**src/rtl/fcs_pkg.sv**
```systemverilog
package fcs_pkg;

    localparam int ARG_W  = 10;
    localparam int SEL_W  = 4;
    localparam int KIND_W = 4;
    localparam int WORD_W = KIND_W + SEL_W + ARG_W;

    localparam logic [KIND_W-1:0] KIND_OPC = 4'h5;
    localparam logic [KIND_W-1:0] KIND_ADR = 4'h6;
    localparam logic [KIND_W-1:0] KIND_DMY = 4'hB;
    localparam logic [KIND_W-1:0] KIND_IDL = 4'hC;

    // field layout follows the bit positions of the command word
    typedef struct packed {
        logic [KIND_W-1:0] kind;
        logic [SEL_W-1:0]  sel;
        logic [ARG_W-1:0]  arg;
    } cmd_t;

    function automatic logic [7:0] lane_mask(input logic [1:0] w);
        case (w)
            2'd0:    return 8'h01;
            2'd1:    return 8'h03;
            2'd2:    return 8'h0F;
            default: return 8'hFF;
        endcase
    endfunction

    // most significant pending bit lands on the highest enabled lane
    function automatic logic [7:0] lane_drive(input logic [7:0] sr, input logic [1:0] w);
        case (w)
            2'd0:    return {7'd0, sr[7]};
            2'd1:    return {6'd0, sr[7:6]};
            2'd2:    return {4'd0, sr[7:4]};
            default: return sr;
        endcase
    endfunction

    function automatic logic [7:0] lane_shift(input logic [7:0] sr, input logic [1:0] w);
        case (w)
            2'd0:    return {sr[6:0], 1'b0};
            2'd1:    return {sr[5:0], 2'b0};
            2'd2:    return {sr[3:0], 4'b0};
            default: return 8'h00;
        endcase
    endfunction

    function automatic logic [3:0] byte_beats(input logic [1:0] w);
        case (w)
            2'd0:    return 4'd8;
            2'd1:    return 4'd4;
            2'd2:    return 4'd2;
            default: return 4'd1;
        endcase
    endfunction

endpackage

```
**src/rtl/fcs_cmd_fifo.sv**
```systemverilog
module fcs_cmd_fifo #(
    parameter int DEPTH = 16,
    parameter int W     = 18
) (
    input  logic                       clk,
    input  logic                       rst_n,
    input  logic                       wr_en,
    input  logic [W-1:0]               wr_data,
    input  logic                       rd_en,
    output logic [W-1:0]               rd_data,
    output logic                       empty,
    output logic [$clog2(DEPTH+1)-1:0] level,
    output logic                       overflow
);
    localparam int AW = $clog2(DEPTH);
    localparam int CW = $clog2(DEPTH + 1);

    typedef struct packed {
        logic [AW-1:0] wp;
        logic [AW-1:0] rp;
        logic [CW-1:0] cnt;
        logic          ovf;
    } fifo_st_t;

    fifo_st_t     st_q, st_d;
    logic [W-1:0] mem [DEPTH];
    logic         accept;

    function automatic logic [AW-1:0] ptr_inc(input logic [AW-1:0] p);
        return (p == AW'(DEPTH - 1)) ? '0 : p + AW'(1);
    endfunction

    always_comb begin
        st_d   = st_q;
        accept = wr_en && (st_q.cnt != CW'(DEPTH));
        if (accept)
            st_d.wp = ptr_inc(st_q.wp);
        if (rd_en)
            st_d.rp = ptr_inc(st_q.rp);
        case ({accept, rd_en})
            2'b10:   st_d.cnt = st_q.cnt + CW'(1);
            2'b01:   st_d.cnt = st_q.cnt - CW'(1);
            default: st_d.cnt = st_q.cnt;
        endcase
        if (wr_en && !accept)
            st_d.ovf = 1'b1;
    end

    always_ff @(posedge clk or negedge rst_n) begin
        if (!rst_n)
            st_q <= '0;
        else
            st_q <= st_d;
    end

    always_ff @(posedge clk) begin
        if (accept)
            mem[st_q.wp] <= wr_data;
    end

    assign rd_data  = mem[st_q.rp];
    assign empty    = (st_q.cnt == '0);
    assign level    = st_q.cnt;
    assign overflow = st_q.ovf;

    a_r1_level_bound: assert property (@(posedge clk) disable iff (!rst_n)
        level <= CW'(DEPTH));
    a_r2_drop_when_full: assert property (@(posedge clk) disable iff (!rst_n)
        (wr_en && level == CW'(DEPTH) && !rd_en) |=> (level == CW'(DEPTH)));
    a_r2_sticky_flag: assert property (@(posedge clk) disable iff (!rst_n)
        overflow |=> overflow);

endmodule

```
**src/rtl/fcs_prefetch.sv**
```systemverilog
module fcs_prefetch
    import fcs_pkg::*;
(
    input  logic  clk,
    input  logic  rst_n,
    input  logic  fifo_empty,
    input  cmd_t  fifo_word,
    input  logic  take,
    output logic  pop,
    output logic  pf_valid,
    output cmd_t  pf_word
);
    typedef struct packed {
        logic valid;
        cmd_t word;
    } pf_st_t;

    pf_st_t st_q, st_d;

    always_comb begin
        st_d = st_q;
        pop  = !fifo_empty && (!st_q.valid || take);
        if (pop) begin
            st_d.valid = 1'b1;
            st_d.word  = fifo_word;
        end else if (take) begin
            st_d.valid = 1'b0;
        end
    end

    always_ff @(posedge clk or negedge rst_n) begin
        if (!rst_n)
            st_q <= '0;
        else
            st_q <= st_d;
    end

    assign pf_valid = st_q.valid;
    assign pf_word  = st_q.word;

    a_r3_hold_pending: assert property (@(posedge clk) disable iff (!rst_n)
        (pf_valid && !take) |=> (pf_valid && $stable(pf_word)));

endmodule

```
**src/rtl/fcs_bus_engine.sv**
```systemverilog
module fcs_bus_engine
    import fcs_pkg::*;
#(
    parameter int CLK_DIV = 4
) (
    input  logic             clk,
    input  logic             rst_n,
    input  logic             pf_valid,
    input  cmd_t             pf_word,
    input  logic [1:0]       cfg_cmd_lanes,
    input  logic [1:0]       cfg_addr_lanes,
    output logic             take,
    output logic [SEL_W-1:0] cs_n,
    output logic             sck,
    output logic [7:0]       dq_out,
    output logic [7:0]       dq_oe
);
    localparam int DW   = (CLK_DIV > 2) ? $clog2(CLK_DIV) : 1;
    localparam int BW   = ARG_W + 1;
    localparam int HALF = CLK_DIV / 2;
    localparam logic [DW-1:0] DIV_LAST = DW'(CLK_DIV - 1);

    typedef struct packed {
        logic              active;
        logic [KIND_W-1:0] kind;
        logic [1:0]        lanes;
        logic [7:0]        sr;
        logic [BW-1:0]     beats;
        logic [DW-1:0]     div;
        logic [SEL_W-1:0]  cs_n;
    } eng_st_t;

    eng_st_t       st_q, st_d;
    logic          fin;
    logic          known;
    logic [BW-1:0] new_beats;
    logic [1:0]    new_lanes;
    logic          shifting;

    always_comb begin
        st_d      = st_q;
        take      = 1'b0;
        known     = 1'b1;
        new_beats = '0;
        new_lanes = st_q.lanes;
        fin       = st_q.active && (st_q.div == DIV_LAST) && (st_q.beats == BW'(1));

        if (st_q.active) begin
            if (st_q.div == DIV_LAST) begin
                st_d.div   = '0;
                st_d.beats = st_q.beats - BW'(1);
                st_d.sr    = lane_shift(st_q.sr, st_q.lanes);
                if (st_q.beats == BW'(1))
                    st_d.active = 1'b0;
            end else begin
                st_d.div = st_q.div + DW'(1);
            end
        end

        if (pf_valid && (!st_q.active || fin)) begin
            take = 1'b1;
            case (pf_word.kind)
                KIND_OPC: begin
                    new_lanes = cfg_cmd_lanes;
                    new_beats = BW'(byte_beats(cfg_cmd_lanes));
                end
                KIND_ADR: begin
                    new_lanes = cfg_addr_lanes;
                    new_beats = BW'(byte_beats(cfg_addr_lanes));
                end
                KIND_DMY: new_beats = {1'b0, pf_word.arg} + BW'(1);
                KIND_IDL: new_beats = {1'b0, pf_word.arg};
                default:  known = 1'b0;
            endcase
            if (known) begin
                st_d.kind   = pf_word.kind;
                st_d.cs_n   = pf_word.sel;
                st_d.sr     = pf_word.arg[7:0];
                st_d.lanes  = new_lanes;
                st_d.beats  = new_beats;
                st_d.div    = '0;
                st_d.active = (new_beats != '0);
            end
        end
    end

    always_ff @(posedge clk or negedge rst_n) begin
        if (!rst_n) begin
            st_q      <= '0;
            st_q.cs_n <= '1;
        end else begin
            st_q <= st_d;
        end
    end

    assign shifting = st_q.active && (st_q.kind == KIND_OPC || st_q.kind == KIND_ADR);
    assign sck      = st_q.active && (st_q.kind != KIND_IDL) && (st_q.div >= DW'(HALF));
    assign dq_oe    = shifting ? lane_mask(st_q.lanes) : 8'h00;
    assign dq_out   = shifting ? lane_drive(st_q.sr, st_q.lanes) : 8'h00;
    assign cs_n     = st_q.cs_n;

    a_r8_idle_quiet: assert property (@(posedge clk) disable iff (!rst_n)
        (st_q.active && st_q.kind == KIND_IDL) |-> (!sck && dq_oe == 8'h00));
    a_r6_lane_mask_shape: assert property (@(posedge clk) disable iff (!rst_n)
        ((dq_oe + 8'd1) & dq_oe) == 8'h00);
    a_r9_no_clock_when_free: assert property (@(posedge clk) disable iff (!rst_n)
        !st_q.active |-> !sck);
    a_r5_select_held: assert property (@(posedge clk) disable iff (!rst_n)
        !take |=> $stable(cs_n));

endmodule

```
**src/rtl/flash_cmd_seq.sv**
```systemverilog
module flash_cmd_seq
    import fcs_pkg::*;
#(
    parameter int FIFO_DEPTH = 16,
    parameter int CLK_DIV    = 4
) (
    input  logic                            clk,
    input  logic                            rst_n,
    input  logic                            cmd_wr,
    input  logic [17:0]                     cmd_word,
    input  logic [1:0]                      cfg_cmd_lanes,
    input  logic [1:0]                      cfg_addr_lanes,
    output logic [$clog2(FIFO_DEPTH+1)-1:0] fill_level,
    output logic                            overflow,
    output logic [3:0]                      cs_n,
    output logic                            sck,
    output logic [7:0]                      dq_out,
    output logic [7:0]                      dq_oe
);
    cmd_t fifo_word;
    cmd_t pf_word;
    logic fifo_empty;
    logic pop;
    logic pf_valid;
    logic take;

    fcs_cmd_fifo #(
        .DEPTH (FIFO_DEPTH),
        .W     (WORD_W)
    ) u_fifo (
        .clk      (clk),
        .rst_n    (rst_n),
        .wr_en    (cmd_wr),
        .wr_data  (cmd_word),
        .rd_en    (pop),
        .rd_data  (fifo_word),
        .empty    (fifo_empty),
        .level    (fill_level),
        .overflow (overflow)
    );

    fcs_prefetch u_prefetch (
        .clk        (clk),
        .rst_n      (rst_n),
        .fifo_empty (fifo_empty),
        .fifo_word  (fifo_word),
        .take       (take),
        .pop        (pop),
        .pf_valid   (pf_valid),
        .pf_word    (pf_word)
    );

    fcs_bus_engine #(
        .CLK_DIV (CLK_DIV)
    ) u_engine (
        .clk            (clk),
        .rst_n          (rst_n),
        .pf_valid       (pf_valid),
        .pf_word        (pf_word),
        .cfg_cmd_lanes  (cfg_cmd_lanes),
        .cfg_addr_lanes (cfg_addr_lanes),
        .take           (take),
        .cs_n           (cs_n),
        .sck            (sck),
        .dq_out         (dq_out),
        .dq_oe          (dq_oe)
    );

    a_r1_pop_needs_data: assert property (@(posedge clk) disable iff (!rst_n)
        pop |-> (fill_level != '0));

endmodule

```
**config.mk**
```make
export PLATFORM = sky130hd
export DESIGN_NAME = flash_cmd_seq
export DESIGN_NICKNAME = d
export VERILOG_FILES = /design/src/rtl/fcs_pkg.sv /design/src/rtl/fcs_cmd_fifo.sv /design/src/rtl/fcs_prefetch.sv /design/src/rtl/fcs_bus_engine.sv /design/src/rtl/flash_cmd_seq.sv
export SDC_FILE = /design/constraint.sdc
export NUM_CORES = 1
export LEC_CHECK = 0
export CELL_PAD_IN_SITES_DETAIL_PLACEMENT = 1
export CELL_PAD_IN_SITES_GLOBAL_PLACEMENT = 2
export CORE_AREA = 2 2 241 148
export CTS_CLUSTER_DIAMETER = 200
export DETAILED_ROUTE_END_ITERATION = 16
export DIE_AREA = 0 0 243 150
export DONT_BUFFER_PORTS = 1
export PLACE_DENSITY_LB_ADDON = 0.12
export SLEW_MARGIN = 20
export SYNTH_ARGS = -nofsm -noshare
export SYNTH_HDL_FRONTEND = slang
export SYNTH_SLANG_ARGS = --single-unit
```
**constraint.sdc**
```tcl
create_clock -name clk -period 3 [get_ports clk]
set_clock_uncertainty 0.15 [all_clocks]
set_input_delay 0.6 -clock clk [delete_from_list [all_inputs] [get_ports clk]]
set_output_delay 0.6 -clock clk [all_outputs]
set_load 0.005 [all_outputs]
```
==> results.md <==
- WP data arrival: 3.15 ns
- Syn Inst Count: 829
- Met3 global-route usage: 0.0366
- Placed Cells: 1,286
- I/O Buffers: 0
- Clock power frac: 0.353
- Max Cap Viol: 0
- GRT busiest layer: met1
- Total GRT Usage: 0.204
- Clk_lat worst skew: 0.53 ns
- Vias in the first global route: 8,182
- # fillers: 3,215
- Post-synthesis cell type count: 62
- Placer Congestion: 0.764
- Met2 usage: 0.296
- Grt ovf: 0
- CTS tree: done
- Final period util: 0.946
- Register area share after synthesis: 0.693
- Largest net degree at the start of global routing: 66
- Top delay family on crit path: compound AO/OA/AOI/OAI gates
- Flops & latches, synth: 353
- Finished Core Util: 0.495
- First-pass GRT wire length: 54.2 mm
- Routed wire per std cell: 26.1 µm
- Count of flip-flops with a built-in enable after synthesis: 288
- CP max stage cell: dfrtp_1
- FFs w/ async S/R, synth: 0.184
- Min Tclk post-route: 2.84 ns
- CP max FO: 4
- Crit path top cell by count: ha_1
- Maximum clock insertion buffer count: 3
- Top-area cell type share of the netlist area: 0.583
- Via count: 7,700
- Psw: 3190 µW
- VDD IR max: 0.532 mV
- Io pins: 52
- Area delta synth->final: 14.5%
- Cts bufs inserted: 35
- DIE AREA: 36,500 µm²
- Met1 global-route usage: 0.321
- HPWL after DPL: 21.9 mm
- Critical path, cell by cell: ha_1 -> and4bb_2 -> a31oi_4 -> a21oi_4 -> ha_1 -> ha_1 -> nand2_1 -> a211o_1 -> a21o_1 -> a21oi_1 -> xor2_1
- Slew HR: 0.526
- Drt pass-1 iters: 5
- Comb power frac: 0.152
- Share of cells above drive strength 1: 0.272
- Clock sink count: 353
- Sequential Power Share: 0.495
- Dpl cell area: 15,600 µm²
- Endpoints failing setup: 0
- Highest clock rate: 0.352 GHz
- Avg Inst Size Synth: 17.9 µm²
- Non-filler instance count after layout: 1,368
- Final #Nets: 913
- Setup TNS: 0 ns
- Antenna violations before repair: 0
- Ys Warns: 0
- Num rows: 53
- Crit end category: register
- Setup bufs post-CTS: 0
- Clk root buf: clkbuf_16
- Worst path max stage delay: 0.42 ns
- Post-route ant nets: 0
- Clock Pin Slew Worst Setup and Hold Paths: 0.06 ns
- Final Max Tran Viols: 0
- Detailed Route WL: 35.7 mm
- Synthesized area: 14,800 µm²
- Die width: 243 µm
- Hold Crit Depth: 0
- CP startpoint kind: register
- Placeable Area: 34,400 µm²
- Yosys top cell by area: edfxtp_1
- Cell Int Power: 9190 µW
- DR DRC count: 0
- Post-synth top flop: edfxtp_1
- HP Class: input pin to register
- Syn Nets: 867
- Setup CP Type: register to register
- Pwr dens: 728 nW/µm²
- Leakage power: 0.00573 µW
- CP required: 3.31 ns
- Worst-Margin Slew: 0.705 ns
- Switching share of total power: 0.257
- H-tree depth: 2
- Outcome: complete, no violations
- Design area: 17,000 µm²
- Worst Reg2Reg Path Length in Cells: 11
- Final-report hold violation count: 0
- WP buf/inv: 0
- Initial Util: 0.432
- Vias/cell: 5.63
- Top cells by area, synth: edfxtp_1 (58%), mux4_2 (14%), dfrtp_1 (10%), mux2_2 (1.6%), nand2_1 (1.2%)
- Die height: 150 µm
- Fin worst setup slack: 0.162 ns
- CP Depth: 11
- DR iter-0 viols: 631
- Ant diodes: 0
- Pre-CTS setup slack: 0.129 ns
- RSZ-0062 raised after global routing: false
==> per-stage QoR <==
stage | power [µW] | hold slack, ns
5_1_grt | 12900 | 0.00199
4_1_cts | 12500 | 0.00106
2_1_floorplan | 7360 | 0.154
3_5_place_dp | 8060 | 0.158
6_report | 12400 | 0.0263
3_3_place_gp | 7980 | 0.158
==> routing by layer <==
metal	up-vias	part of all wire
met5	-	0
met4	0	0.013
met3	33	0.055
met2	186	0.43
met1	4100	0.50
li1	3381	-
==> cell usage after synthesis (all sizes together) (5+ instances only) <==
cell    count
xnor2      12
nand3      12
mux2i      11
o21ai      23
xor2        8
o22ai       9
edfxtp    288
inv        13
a211oi      7
a21oi      23
mux2       26
mux4       91
ha         13
nor2b       6
nand2b      6
and2        5
clkbuf     17
nor4        5
nand2      47
nor2       38
buf        41
nor3       16
dfrtp      61
==> cells by family (layout without fill, tap and decap cells) <==
group	after synthesis	in the layout	synth area share
flops	353	353	0.693
simple gates	156	156	0.0529
mux	128	128	0.165
compound gates	88	88	0.0387
buf+inv	71	143	0.0277
xor+xnor	20	20	0.0118
fa+ha+maj	13	13	0.0110
==> layout make-up <==
type	instances	area [µm²]	area share
well taps	467	584	0.0344
clock inverters	20	209	0.0123
repair buffers	67	706	0.0415
inverters	13	48.8	0.00287
clock buffers	43	916	0.0539
flip-flops and latches	353	10300	0.605
multi-input cells	405	4250	0.250
==> cell usage in the layout (no fill, tap or decap), types with 20 or more instances in the layout <==
cell type	Yosys	routed
edfxtp_1	288	288
nor2_1	38	26
mux4_2	91	91
dfrtp_1	61	59
nand2_1	47	47
a21oi_1	21	21
mux2_2	21	21
o21ai_0	20	20
clkbuf_16	0	35
buf_4	15	37
==> power groups by stage <==
stage          Clock [µW]  Combinational [µW]  Sequential (µW)
2_1_floorplan           0                1360             6010
3_3_place_gp            0                1780             6200
3_5_place_dp            0                1820             6230
4_1_cts              4470                1910             6130
5_1_grt              4660                2030             6180
6_report             4370                1880             6130
==> final timing paths <==
| check | startpoint | to | slack, ns |
|---|---|---|---|
| setup / recovery | u_engine.st_q[6] | u_fifo.level[4] | 0.16 |
| hold / removal | cmd_word[0] | u_fifo.mem[2][0] | 0.03 |
| setup reg to reg | u_engine.st_q[6] | u_fifo.level[4] | 0.16 |
| hold reg to reg | u_prefetch.pf_word[12] | u_engine.cs_n[2] | 0.35 |
| max in group asynchronous | rst_n | u_engine.cs_n[3] | 1.85 |
| min in group asynchronous | rst_n | u_engine.st_q[25] | 0.54 |
==> sequential cells by signal, indices dropped and copies added, names as in the netlist <==
name                 cells
u_fifo.overflow          1
u_prefetch.pf_word      18
u_fifo.st_q              8
u_fifo.mem             288
u_engine.cs_n            4
u_engine.st_q           28
u_fifo.level             5
u_prefetch.pf_valid      1
==> repair_timing <==
| action | in CTS | in global routing |
|---|---|---|
| endpoints found under the setup margin | 0 | 2 |
| hold buffers | 19 | 0 |
| resized for setup | 0 | 3 |
| hold endpoints to repair | 255 | 0 |
No activity file was read; power rests on OpenSTA's default activity.
